$ cat src/rtl/isram_arb_pkg.sv
package isram_arb_pkg;
  // Owner of the data returning from the SRAM in the current cycle
  typedef enum logic [1:0] {
    OWN_NONE  = 2'd0,
    OWN_FETCH = 2'd1,
    OWN_DATA  = 2'd2
  } owner_e;

  // Slot phase: free, or second cycle of a two-cycle data access
  typedef enum logic {
    PH_FREE = 1'b0,
    PH_BUSY = 1'b1
  } phase_e;
endpackage

$ cat src/rtl/isram_arb_ctrl.sv
module isram_arb_ctrl
  import isram_arb_pkg::*;
(
  input  logic   clk,
  input  logic   rst_n,
  input  logic   if_req,
  input  logic   d_req,
  input  logic   d_we,
  output logic   grant_if,
  output logic   grant_d,
  output logic   busy,
  output logic   wr_q,
  output owner_e owner_q,
  output logic   if_stall,
  output logic   d_stall
);
  phase_e phase_q, phase_d;
  owner_e owner_d;
  logic   wr_d;

  // Grant and next-state logic: data port has priority in a free slot
  always_comb begin
    grant_d  = rst_n && (phase_q == PH_FREE) && d_req;
    grant_if = rst_n && (phase_q == PH_FREE) && if_req && !d_req;
    phase_d  = grant_d ? PH_BUSY : PH_FREE;
    wr_d     = grant_d && d_we;
    if (grant_if)            owner_d = OWN_FETCH;
    else if (grant_d && !d_we) owner_d = OWN_DATA;
    else                     owner_d = OWN_NONE;
    if_stall = if_req && !grant_if;
    d_stall  = d_req && !grant_d;
  end

  always_ff @(posedge clk or negedge rst_n) begin
    if (!rst_n) begin
      phase_q <= PH_FREE;
      owner_q <= OWN_NONE;
      wr_q    <= 1'b0;
    end else begin
      phase_q <= phase_d;
      owner_q <= owner_d;
      wr_q    <= wr_d;
    end
  end

  assign busy = (phase_q == PH_BUSY);
endmodule

$ cat src/rtl/isram_arb_wpath.sv
module isram_arb_wpath #(
  parameter int ADDR_W = 12,
  parameter int DATA_W = 32
) (
  input  logic              clk,
  input  logic              rst_n,
  input  logic              grant_d,
  input  logic              busy,
  input  logic              wr_q,
  input  logic [ADDR_W-1:0] d_addr,
  input  logic [DATA_W-1:0] d_wdata,
  output logic [ADDR_W-1:0] addr_q,
  output logic [DATA_W-1:0] wdata_out
);
  logic [DATA_W-1:0] wdata_q;
  logic [ADDR_W-1:0] addr_d;
  logic [DATA_W-1:0] wdata_d;

  // Clock enable: operands captured only when a data access is accepted
  always_comb begin
    addr_d  = addr_q;
    wdata_d = wdata_q;
    if (grant_d) begin
      addr_d  = d_addr;
      wdata_d = d_wdata;
    end
  end

  always_ff @(posedge clk or negedge rst_n) begin
    if (!rst_n) begin
      addr_q  <= '0;
      wdata_q <= '0;
    end else begin
      addr_q  <= addr_d;
      wdata_q <= wdata_d;
    end
  end

  assign wdata_out = (busy && wr_q) ? wdata_q : '0;
endmodule

$ cat src/rtl/isram_arb_rroute.sv
module isram_arb_rroute
  import isram_arb_pkg::*;
#(
  parameter int DATA_W = 32
) (
  input  owner_e            owner_q,
  input  logic [DATA_W-1:0] sram_rdata,
  output logic              if_rvalid,
  output logic [DATA_W-1:0] if_rdata,
  output logic              d_rvalid,
  output logic [DATA_W-1:0] d_rdata
);
  localparam int NPORT = 2;
  localparam owner_e PORT_OWN [NPORT] = '{OWN_FETCH, OWN_DATA};

  logic [NPORT-1:0]             vld;
  logic [NPORT-1:0][DATA_W-1:0] dat;

  for (genvar p = 0; p < NPORT; p++) begin : g_port
    assign vld[p] = (owner_q == PORT_OWN[p]);
    assign dat[p] = vld[p] ? sram_rdata : '0;
  end

  assign if_rvalid = vld[0];
  assign if_rdata  = dat[0];
  assign d_rvalid  = vld[1];
  assign d_rdata   = dat[1];
endmodule

$ cat src/rtl/isram_arbiter.sv
module isram_arbiter
  import isram_arb_pkg::*;
#(
  parameter int ADDR_W = 12,
  parameter int DATA_W = 32
) (
  input  logic              clk,
  input  logic              rst_n,
  input  logic              if_req,
  input  logic [ADDR_W-1:0] if_addr,
  output logic              if_stall,
  output logic              if_rvalid,
  output logic [DATA_W-1:0] if_rdata,
  input  logic              d_req,
  input  logic              d_we,
  input  logic [ADDR_W-1:0] d_addr,
  input  logic [DATA_W-1:0] d_wdata,
  output logic              d_stall,
  output logic              d_rvalid,
  output logic [DATA_W-1:0] d_rdata,
  output logic              sram_en,
  output logic              sram_we,
  output logic [ADDR_W-1:0] sram_addr,
  output logic [DATA_W-1:0] sram_wdata,
  input  logic [DATA_W-1:0] sram_rdata
);
  localparam int SYNC_N = 2;

  logic [SYNC_N-1:0] rst_sync_q;
  logic              rst_int_n;
  logic              grant_if, grant_d, busy, wr_q;
  owner_e            owner_q;
  logic [ADDR_W-1:0] addr_q;

  // Reset: asserted asynchronously, released after SYNC_N edges
  always_ff @(posedge clk or negedge rst_n) begin
    if (!rst_n) rst_sync_q <= '0;
    else        rst_sync_q <= {rst_sync_q[SYNC_N-2:0], 1'b1};
  end
  assign rst_int_n = rst_sync_q[SYNC_N-1];

  isram_arb_ctrl u_ctrl (
    .clk      (clk),
    .rst_n    (rst_int_n),
    .if_req   (if_req),
    .d_req    (d_req),
    .d_we     (d_we),
    .grant_if (grant_if),
    .grant_d  (grant_d),
    .busy     (busy),
    .wr_q     (wr_q),
    .owner_q  (owner_q),
    .if_stall (if_stall),
    .d_stall  (d_stall)
  );

  isram_arb_wpath #(.ADDR_W(ADDR_W), .DATA_W(DATA_W)) u_wpath (
    .clk       (clk),
    .rst_n     (rst_int_n),
    .grant_d   (grant_d),
    .busy      (busy),
    .wr_q      (wr_q),
    .d_addr    (d_addr),
    .d_wdata   (d_wdata),
    .addr_q    (addr_q),
    .wdata_out (sram_wdata)
  );

  isram_arb_rroute #(.DATA_W(DATA_W)) u_rroute (
    .owner_q    (owner_q),
    .sram_rdata (sram_rdata),
    .if_rvalid  (if_rvalid),
    .if_rdata   (if_rdata),
    .d_rvalid   (d_rvalid),
    .d_rdata    (d_rdata)
  );

  // SRAM command: one start per accepted access
  always_comb begin
    sram_en = grant_if || grant_d;
    sram_we = grant_d && d_we;
    if (busy)         sram_addr = addr_q;
    else if (grant_d) sram_addr = d_addr;
    else              sram_addr = if_addr;
  end
endmodule

$ cat config.mk
export PLATFORM = sky130hd
export DESIGN_NAME = isram_arbiter
export DESIGN_NICKNAME = d
export VERILOG_FILES = /design/src/rtl/isram_arb_pkg.sv /design/src/rtl/isram_arb_ctrl.sv /design/src/rtl/isram_arb_wpath.sv /design/src/rtl/isram_arb_rroute.sv /design/src/rtl/isram_arbiter.sv
export SDC_FILE = /design/constraint.sdc
export NUM_CORES = 1
export LEC_CHECK = 0
export BUFFER_PORTS_ARGS = -buffer_cell sky130_fd_sc_hd__clkbuf_2
export CAP_MARGIN = 25
export CORE_MARGIN = 1
export CORE_UTILIZATION = 37
export CTS_CLUSTER_SIZE = 8
export DETAILED_ROUTE_END_ITERATION = 10
export MAX_ROUTING_LAYER = met4
export PLACE_DENSITY = 0.88
export SYNTH_ARGS = -nofsm -noshare
export SYNTH_HDL_FRONTEND = slang
export SYNTH_SLANG_ARGS = --single-unit
$ cat constraint.sdc
create_clock -name clk -period 2.2 [get_ports clk]
set_input_delay 0.22 -clock clk [delete_from_list [all_inputs] [get_ports clk]]
set_output_delay 0.22 -clock clk [all_outputs]
set_load 0.02 [all_outputs]
==> results of run 1 <==
-- report_power, final --
part	internal [uW]	switching, uW
registers	1060	79.3
logic	298	279
clock network	347	328
total	1700	686
-- registers in the layout (all words and copies together) (netlist names) --
| signal | cells |
|---|---|
| u_ctrl.wr_q | 1 |
| u_ctrl.busy | 1 |
| u_wpath.addr_q | 12 |
| u_wpath.wdata_q | 32 |
| u_ctrl.owner_q | 2 |
| rst_sync_q | 2 |
-- synthesized netlist by cell type (all sizes together) --
master  number
nand2       12
nor2b        2
inv         14
and2        66
mux2        32
a21bo       12
and3        32
clkbuf      18
nor3b        1
dfrtp       50
nand4b      12
nand2b       1
nor2         4
o21a         1
buf          7
nand3b       1
conb         1
o311ai      12
-- per-stage QoR --
| stage | util, % | std cells | setup WS, ns | cell area, sq um |
|---|---|---|---|---|
| 2_1_floorplan | - | 278 | 0.0884 | 2890 |
| 3_3_place_gp | 54.1 | 567 | 0.498 | 4010 |
| 3_5_place_dp | 54.1 | 567 | 0.418 | 4010 |
| 4_1_cts | 55.8 | 576 | 0.0758 | 4130 |
| 5_1_grt | 55.8 | 577 | 0.0732 | 4140 |
| 6_report | 55.8 | 577 | 0.256 | 4140 |
-- worst max-delay path, stage by stage, from the launching register on --
cell and delay, ns:
dfrtp_2 0.43, and2_1 0.33, o311ai_1 0.41, clkbuf_2 0.24
-- cell families (layout without fill, tap and decap cells) --
group,after synthesis,count (layout)
other cells,1,2
buf+inv,39,238
compound gates,25,25
mux,32,32
simple gates,131,131
flops,50,50
-- cell type report --
type | count | area share, %
Tap cell | 99 | 3.00
Sequential cell | 50 | 30.3
Clock inverter | 3 | 1.18
Clock buffer | 5 | 1.66
Multi-Input combinational cell | 189 | 35.4
Inverter | 14 | 1.27
Antenna cell | 1 | 0.0605
Timing Repair Buffer | 216 | 27.1
-- path summary, 6_finish.rpt --
check	depth (start not counted)	endpoint	slack, ns	start
max	3	sram_addr[0]	0.26	rst_sync_q[1]
min	2	u_ctrl.owner_q[1]	0.08	d_we
max reg2reg	3	u_wpath.wdata_q[28]	0.55	u_ctrl.busy
min reg2reg	1	u_wpath.wdata_q[5]	0.28	rst_sync_q[1]
max in group asynchronous	1	u_wpath.wdata_q[10]	1.46	rst_sync_q[1]
min in group asynchronous	2	rst_sync_q[1]	0.22	rst_n
-- per-layer routing --
layer | part of all wire (%) | global-route usage (%) | up-vias
li1 | - | - | 1334
met3 | 5.4 | 4.55 | 10
met2 | 55 | 39.5 | 114
met1 | 38 | 24.0 | 1354
met5 | 0 | - | -
met4 | 1.7 | 6.05 | 0
-- layout by cell type, fill, tap and decap left out, types with 2 or more instances in the layout --
cell type	count
a21bo_2	12
and2_1	66
buf_4	8
dfrtp_1	49
clkbuf_2	206
clkbuf_8	5
and3_1	32
mux2_2	17
nand4b_1	12
nand2_1	12
mux2_4	15
nor2b_1	2
inv_1	14
nor2_1	4
o311ai_1	11
-- repair_timing --
action,in CTS,in global routing
hold buffers,1,0
resized for setup,0,1
endpoints found under the hold margin,2,0
setup endpoints to repair,0,1
==> impl_metrics.toml, run 1 <==
[placement]
gp_congestion = 0.881
dp_hpwl_mm = 7.01
numPortBuffers = 206

[detailed_routing]
post_drt_wl_per_cell_um = 15.2
viasPerCell = 4.87
initialDrtViolationCount = 118
vias = 2812
antenna_left = 0
drt_drc_violations_left = 0
drtPass1Iterations = 4
wirelength_mm = 8.77

[timing]
setup_tns_ns = 0
min_period_over_period_pct = 88.4
layout_min_cycle_time_ns = 1.94
setup_violations = 0
timing.hold.ws_ns = 0.0834
rsz0062_at_grt = "no"
worst_slew_pin_slew_ns = 0.825
finalHoldViolCount = 0
slew_violations = 0
skew_ns = 0.0116
fmax_mhz = 514
max_slew_margin_pct = 45.0

[worst_setup_path]
path_class = "reg -> out"
setup.worst_path.start_class = "flop"
cp.required_ns = 1.98
cp.arrival_ns = 1.72
cp_max_fo = 12
crit_path_end_kind = "primary output"

[logic_synthesis]
ys_top_cells_by_area = "dfrtp_1, and2_1, mux2_4"
synth_top_area_share_pct = 43.3
synth_top_area_cell = "dfrtp_1"
ys_types = 21
ys_ff_latch = 50
synthSimpleGateAreaFrac_pct = 28.1
synth_compound_area_share_pct = 8.04
synth_nets = 371
synth_xor_area_share_pct = 0
yosysWarnings = 0
synthAdderAreaFrac_pct = 0
yosysSeqAreaShare_pct = 43.3
syn_inst = 278
synth_area_per_cell_sq_um = 10.4
synth_top_family_by_area = "simple AND/OR/NAND/NOR gates"
synth_area_sq_mm = 0.00289
muxShareOfSynthArea_pct = 14.4

[power]
power_density_mw_per_mm2 = 578
total_power_uw = 2390
leakage_uw = 0.00243
vdd_drop_max_v = 0.000437

[clock_tree]
clk_pin_slew_ns = 0.10
root_buffer = "clkbuf_8"
cts.htree.levels = 2
clockBufferDepth = 2
worstSkewPairLatency_ns = 0.31
cts_buffers = 5
tritoncts = "done"
postCtsSetupBuffers = 0
clock-sinks = 50

[finish]
layout-drive-gt1-share_pct = 56.2
seq_area_sq_mm = 0.00125
multiInputGateArea_sq_mm = 0.00147
final_nets = 569
n_fill_cell = 672
syn_to_final_growth_pct = 42.9

[flow_run]
cap_violations = 0

[global_route]
antenna_found_initial = 1
grt_pass1_wl_mm = 13.6
grt_max_degree = 43
gr-total-overflow = 0
grt.total_usage_pct = 21.8
grt_pass1_vias = 2740

[outcome]
status = "finished, final reports clean"

[die]
coreArea_sq_mm = 0.00741
die_h_um = 90.4
dieArea_sq_mm = 0.00818
rows = 31
die_w_um = 90.4
start_util_pct = 39.0
pin_count = 207

[min_path]
hold_path_class = "in -> reg"
(Power assumes the default switching activity.)
==> inputs of run 2 (changes only) <==
BUFFER_PORTS_ARGS = -buffer_cell sky130_fd_sc_hd__buf_2   (was -buffer_cell sky130_fd_sc_hd__clkbuf_2)
CTS_BUF_LIST = sky130_fd_sc_hd__clkbuf_16   (was default)
==> impl_metrics.toml, run 2 (same netlist as run 1, synthesis figures left out) <==
[timing]
setup_violations = 0
worst_slew_pin_slew_ns = 0.800
slew_violations = 0
layout_min_cycle_time_ns = 1.95
finalHoldViolCount = 0
timing.hold.ws_ns = 0.100
min_period_over_period_pct = 88.4
rsz0062_at_grt = "no"
fmax_mhz = 514
max_slew_margin_pct = 46.7
setup_tns_ns = 0
skew_ns = 0.00908

[global_route]
grt.total_usage_pct = 22.0
grt_pass1_wl_mm = 13.9
grt_max_degree = 39
gr-total-overflow = 0
grt_pass1_vias = 2750
antenna_found_initial = 0

[die]
start_util_pct = 39.0
rows = 31
coreArea_sq_mm = 0.00741
dieArea_sq_mm = 0.00818
die_h_um = 90.4
die_w_um = 90.4
pin_count = 207

[finish]
largest_register = "u_wpath.wdata_q"
final_common_cell = "buf_2"
layout-drive-gt1-share_pct = 55.8
final_cell_mix = "buf_2, and2_1, dfrtp_1"
final_nets = 569
syn_to_final_growth_pct = 43.2
final_cells = 576
num_antenna_cells = 0
top_regs = "u_wpath.wdata_q x32, u_wpath.addr_q x12"
largest_reg_flops = 32

[power]
internal-power_uw = 1770
leakage_uw = 0.00250
clockPowerShare_pct = 30.2
pwr-share-comb_pct = 23.3
pwr-share-seq_pct = 46.5
p_switching_uw = 680
switching_share_pct = 27.8
vdd_drop_max_v = 0.000393
power_density_mw_per_mm2 = 592

[placement]
dp_hpwl_mm = 7.01
dp_cells = 567
gp_congestion = 0.877
numPortBuffers = 206

[worst_setup_path]
cp.arrival_ns = 1.73
setup.worst_path.start_class = "flop"
crit_path_end_kind = "primary output"
cp_max_fo = 12
path_class = "reg -> out"
cp.required_ns = 1.98

[detailed_routing]
wirelength_mm = 8.89
antenna_left = 0
drt_drc_violations_left = 0
highest_layer = "met4"
post_drt_wl_per_cell_um = 15.4
wl_met2_mm = 4.81
drtPass1Iterations = 4
m1WireLength_mm = 3.49
met3_wirelength_um = 427
viasPerCell = 4.84
initialDrtViolationCount = 123
vias = 2789

[clock_tree]
clock-sinks = 50
root_buffer = "clkbuf_16"
clockBufferDepth = 2
cts_buffers = 5
cts_hold_buffers = 1
clk_pin_slew_ns = 0.07
worstSkewPairLatency_ns = 0.29
ctsResizeCount = 0
tritoncts = "done"
postCtsSetupBuffers = 0
cts.htree.levels = 2

[min_path]
hold_path_class = "in -> reg"

[outcome]
status = "finished, final reports clean"

[flow_run]
cap_violations = 0
## run 2: cell types whose count changed in the layout (fill, tap and decap cells not counted), sizes merged
cell / previous run / this run
buf: 9 / 215
diode: 1 / 0
clkbuf: 211 / 5
inv: 15 / 16
bufinv: 1 / 0
## run 2: path summary, 6_finish.rpt
path / from / to / slack, ns / depth (start not counted)
min in group asynchronous: rst_n / rst_sync_q[1] / 0.25 / 2
min reg2reg: rst_sync_q[1] / u_wpath.addr_q[7] / 0.26 / 1
max in group asynchronous: rst_sync_q[1] / u_wpath.wdata_q[19] / 1.60 / 1
max reg2reg: u_ctrl.busy / u_wpath.wdata_q[10] / 0.48 / 4
max: rst_sync_q[1] / sram_addr[0] / 0.25 / 3
min: d_we / u_ctrl.owner_q[1] / 0.10 / 2
## run 2: power groups by stage
| stage | Combinational (uW) | Clock [uW] | Sequential, uW |
|---|---|---|---|
| after global routing | 622 | 799 | 1160 |
| after floorplan | 373 | 0 | 1140 |
| final | 572 | 740 | 1140 |
| after detailed placement | 577 | 0 | 1150 |
| after global placement | 558 | 0 | 1140 |
| after CTS | 580 | 760 | 1140 |
## run 2: per-layer routing
layer / GRT usage [%] / vias to the layer above
met5: - / -
met4: 6.45 / 0
met3: 3.45 / 16
met2: 41.2 / 117
met1: 23.8 / 1327
li1: - / 1329
## run 2: layout make-up
class | instances | area, sq um
clock buffers | 5 | 125
clock inverters | 3 | 15.0
fillers | 679 | 3270
inverters | 14 | 52.6
multi-input cells | 189 | 1470
flip-flops and latches | 50 | 1250
well taps | 99 | 124
repair buffers | 216 | 1110
## run 2: worst max-delay path, stage by stage (launching register included)
cell      delay (ns)
dfrtp_2         0.43
and2_1          0.33
o311ai_0        0.44
buf_2           0.25
## run 2: metrics by stage
| stage | setup slack, ns | area [sq um] | total power (uW) | utilization (%) |
|---|---|---|---|---|
| after global placement | 0.481 | 3990 | 1700 | 53.9 |
| after floorplan | 0.0884 | 2890 | 1510 | - |
| after detailed placement | 0.469 | 3990 | 1730 | 53.9 |
| after global routing | 0.136 | 4140 | 2580 | 55.9 |
| after CTS | 0.224 | 4140 | 2480 | 55.9 |
| final | 0.254 | 4140 | 2450 | 55.9 |
==> inputs of run 3 (changes only) <==
REMOVE_ABC_BUFFERS = 1   (was default)
SETUP_SLACK_MARGIN = 0.4   (was default)
clock period = 1.6 ns   (was 2.2 ns; I/O delays follow)
==> impl_metrics.toml, run 3 (same netlist as run 1, synthesis figures left out) <==
[outcome]
status = "finished with violations"
violations = "negative setup slack"

[timing]
skew_ns = 0.00866
slew_violations = 0
fmax_mhz = 616
timing.hold.ws_ns = 0.0736
rsz0062_at_grt = "yes"
layout_min_cycle_time_ns = 1.62
min_period_over_period_pct = 101
fin_ws_ns = -0.0223
setup_violations = 9
finalHoldViolCount = 0
setup_tns_ns = -0.0810

[worst_setup_path]
path_class = "reg -> out"
setup.worst_path.start_class = "flop"
crit_path_end_kind = "primary output"
path_common_cell = "buf_6"
regToRegStartpoint = "u_ctrl.busy"
endpoint = "d_rdata[18]"
startpoint = "u_ctrl.owner_q[1]"
r2r_cells = 5
crit_path_top_delay_cell = "dfrtp_1"
crit_buf_inv = 3
cp_max_fo = 8
cpPeakStageDelay_ns = 0.40
cp_top_family = "flip-flops"
worstPathCellList = "nor2b_4 > buf_4 > buf_6 > and2_4 > buf_6"
cp.arrival_ns = 1.46
cp.depth = 5
reg2reg_to = "u_wpath.wdata_q[25]"
cp.required_ns = 1.44
r2r_slack_ns = 0.03

[power]
leakage_uw = 0.00303
power_density_mw_per_mm2 = 700
switching_share_pct = 27.0
internal-power_uw = 2890
clockPowerShare_pct = 30.3
p_switching_uw = 1070
pwr-share-comb_pct = 29.8
pwr-share-seq_pct = 39.8
vdd_drop_max_v = 0.000542

[detailed_routing]
post_drt_wl_per_cell_um = 19.9
drt_drc_violations_left = 0
vias = 3264
drtPass1Iterations = 4
wirelength_mm = 12.2
antenna_left = 0
viasPerCell = 5.32
initialDrtViolationCount = 125

[finish]
final_cell_mix = "buf_2, buf_6, and2_4"
seq_area_sq_mm = 0.00125
final_common_cell = "buf_2"
top_regs = "u_wpath.wdata_q x32, u_wpath.addr_q x12"
syn_to_final_growth_pct = 95.5
final_nets = 602
multiInputGateArea_sq_mm = 0.00178
layout-drive-gt1-share_pct = 73.3
largest_register = "u_wpath.wdata_q"
largest_reg_flops = 32
n_fill_cell = 477

[global_route]
met2_usage_pct = 48.2
grt-busiest-layer = "met2"
gr-total-overflow = 0
grtUsageMet3_pct = 4.38
grt.total_usage_pct = 26.0
grt_max_degree = 39
grt_pass1_vias = 3196
antenna_found_initial = 3
met1_usage_pct = 27.2
grt_pass1_wl_mm = 16.3

[clock_tree]
tritoncts = "done"
clockBufferDepth = 2
worstSkewPairLatency_ns = 0.28
cts_buffers = 5
cts.htree.levels = 2
clock-sinks = 50
clk_pin_slew_ns = 0.07
root_buffer = "clkbuf_16"

[die]
rows = 31
die_w_um = 90.4
start_util_pct = 39.0
pin_count = 207
coreArea_sq_mm = 0.00741
die_h_um = 90.4
dieArea_sq_mm = 0.00818

[flow_run]
cap_violations = 0

[placement]
preCtsSetupSlack_ns = 0.152
numPortBuffers = 206
dp_hpwl_mm = 7.03
gp_congestion = 0.819

[min_path]
hold_path_class = "reg -> async"
==> run 3: cell type report <==
cell class	count	share of cell area, %
clock buffers	5	2.21
repair buffers	248	40.0
clock inverters	3	0.752
flip-flops and latches	50	22.2
well taps	99	2.19
multi-input cells	190	31.5
diodes	4	0.177
inverters	14	1.02
==> run 3: timing repair <==
item                                    in CTS  in global routing
hold buffers                                 1                  0
hold endpoints to repair                     2                  0
setup buffers                                8                  7
cloned                                      12                  4
endpoints found under the setup margin     147                160
pin swaps                                   15                 52
resized for setup                          122                220
==> run 3: worst min-delay path by stage <==
stage                  startpoint             to  slack, ns  depth (start not counted)
floorplan                   rst_n  rst_sync_q[0]      -0.14                          0
global placement            rst_n  rst_sync_q[0]      -0.05                          1
CTS                 rst_sync_q[1]    u_ctrl.busy       0.07                          0
finish              rst_sync_q[1]    u_ctrl.busy       0.07                          0
global route        rst_sync_q[1]    u_ctrl.busy       0.08                          0
detailed placement          rst_n  rst_sync_q[0]      -0.04                          1
==> run 3: per-stage QoR <==
| stage | area [sq um] | util, % | std cells | power [uW] |
|---|---|---|---|---|
| floorplan | 2770 | - | 253 | 2050 |
| global placement | 4020 | 54.3 | 569 | 2330 |
| detailed placement | 4020 | 54.3 | 569 | 2370 |
| CTS | 4830 | 65.2 | 598 | 3760 |
| global route | 5650 | 76.3 | 612 | 4120 |
| finish | 5660 | 76.3 | 613 | 3960 |
==> run 3: per-layer routing <==
metal	wire length, um	vias up
met5	0	-
met4	484	0
met3	647	38
met2	6690	182
met1	4370	1632
li1	-	1412
==> run 3: worst reg2reg max path: stages, from the launching register on <==
cell and delay, ns:
dfrtp_2 0.46, nand3b_1 0.26, buf_12 0.20, buf_12 0.12, buf_16 0.13, mux2_4 0.29
==> run 3: power groups by stage <==
stage	Clock (uW)	Combinational, uW	Sequential, uW
floorplan	0	469	1580
global placement	0	766	1570
detailed placement	0	794	1580
CTS	1220	976	1560
global route	1270	1250	1600
finish	1200	1180	1580
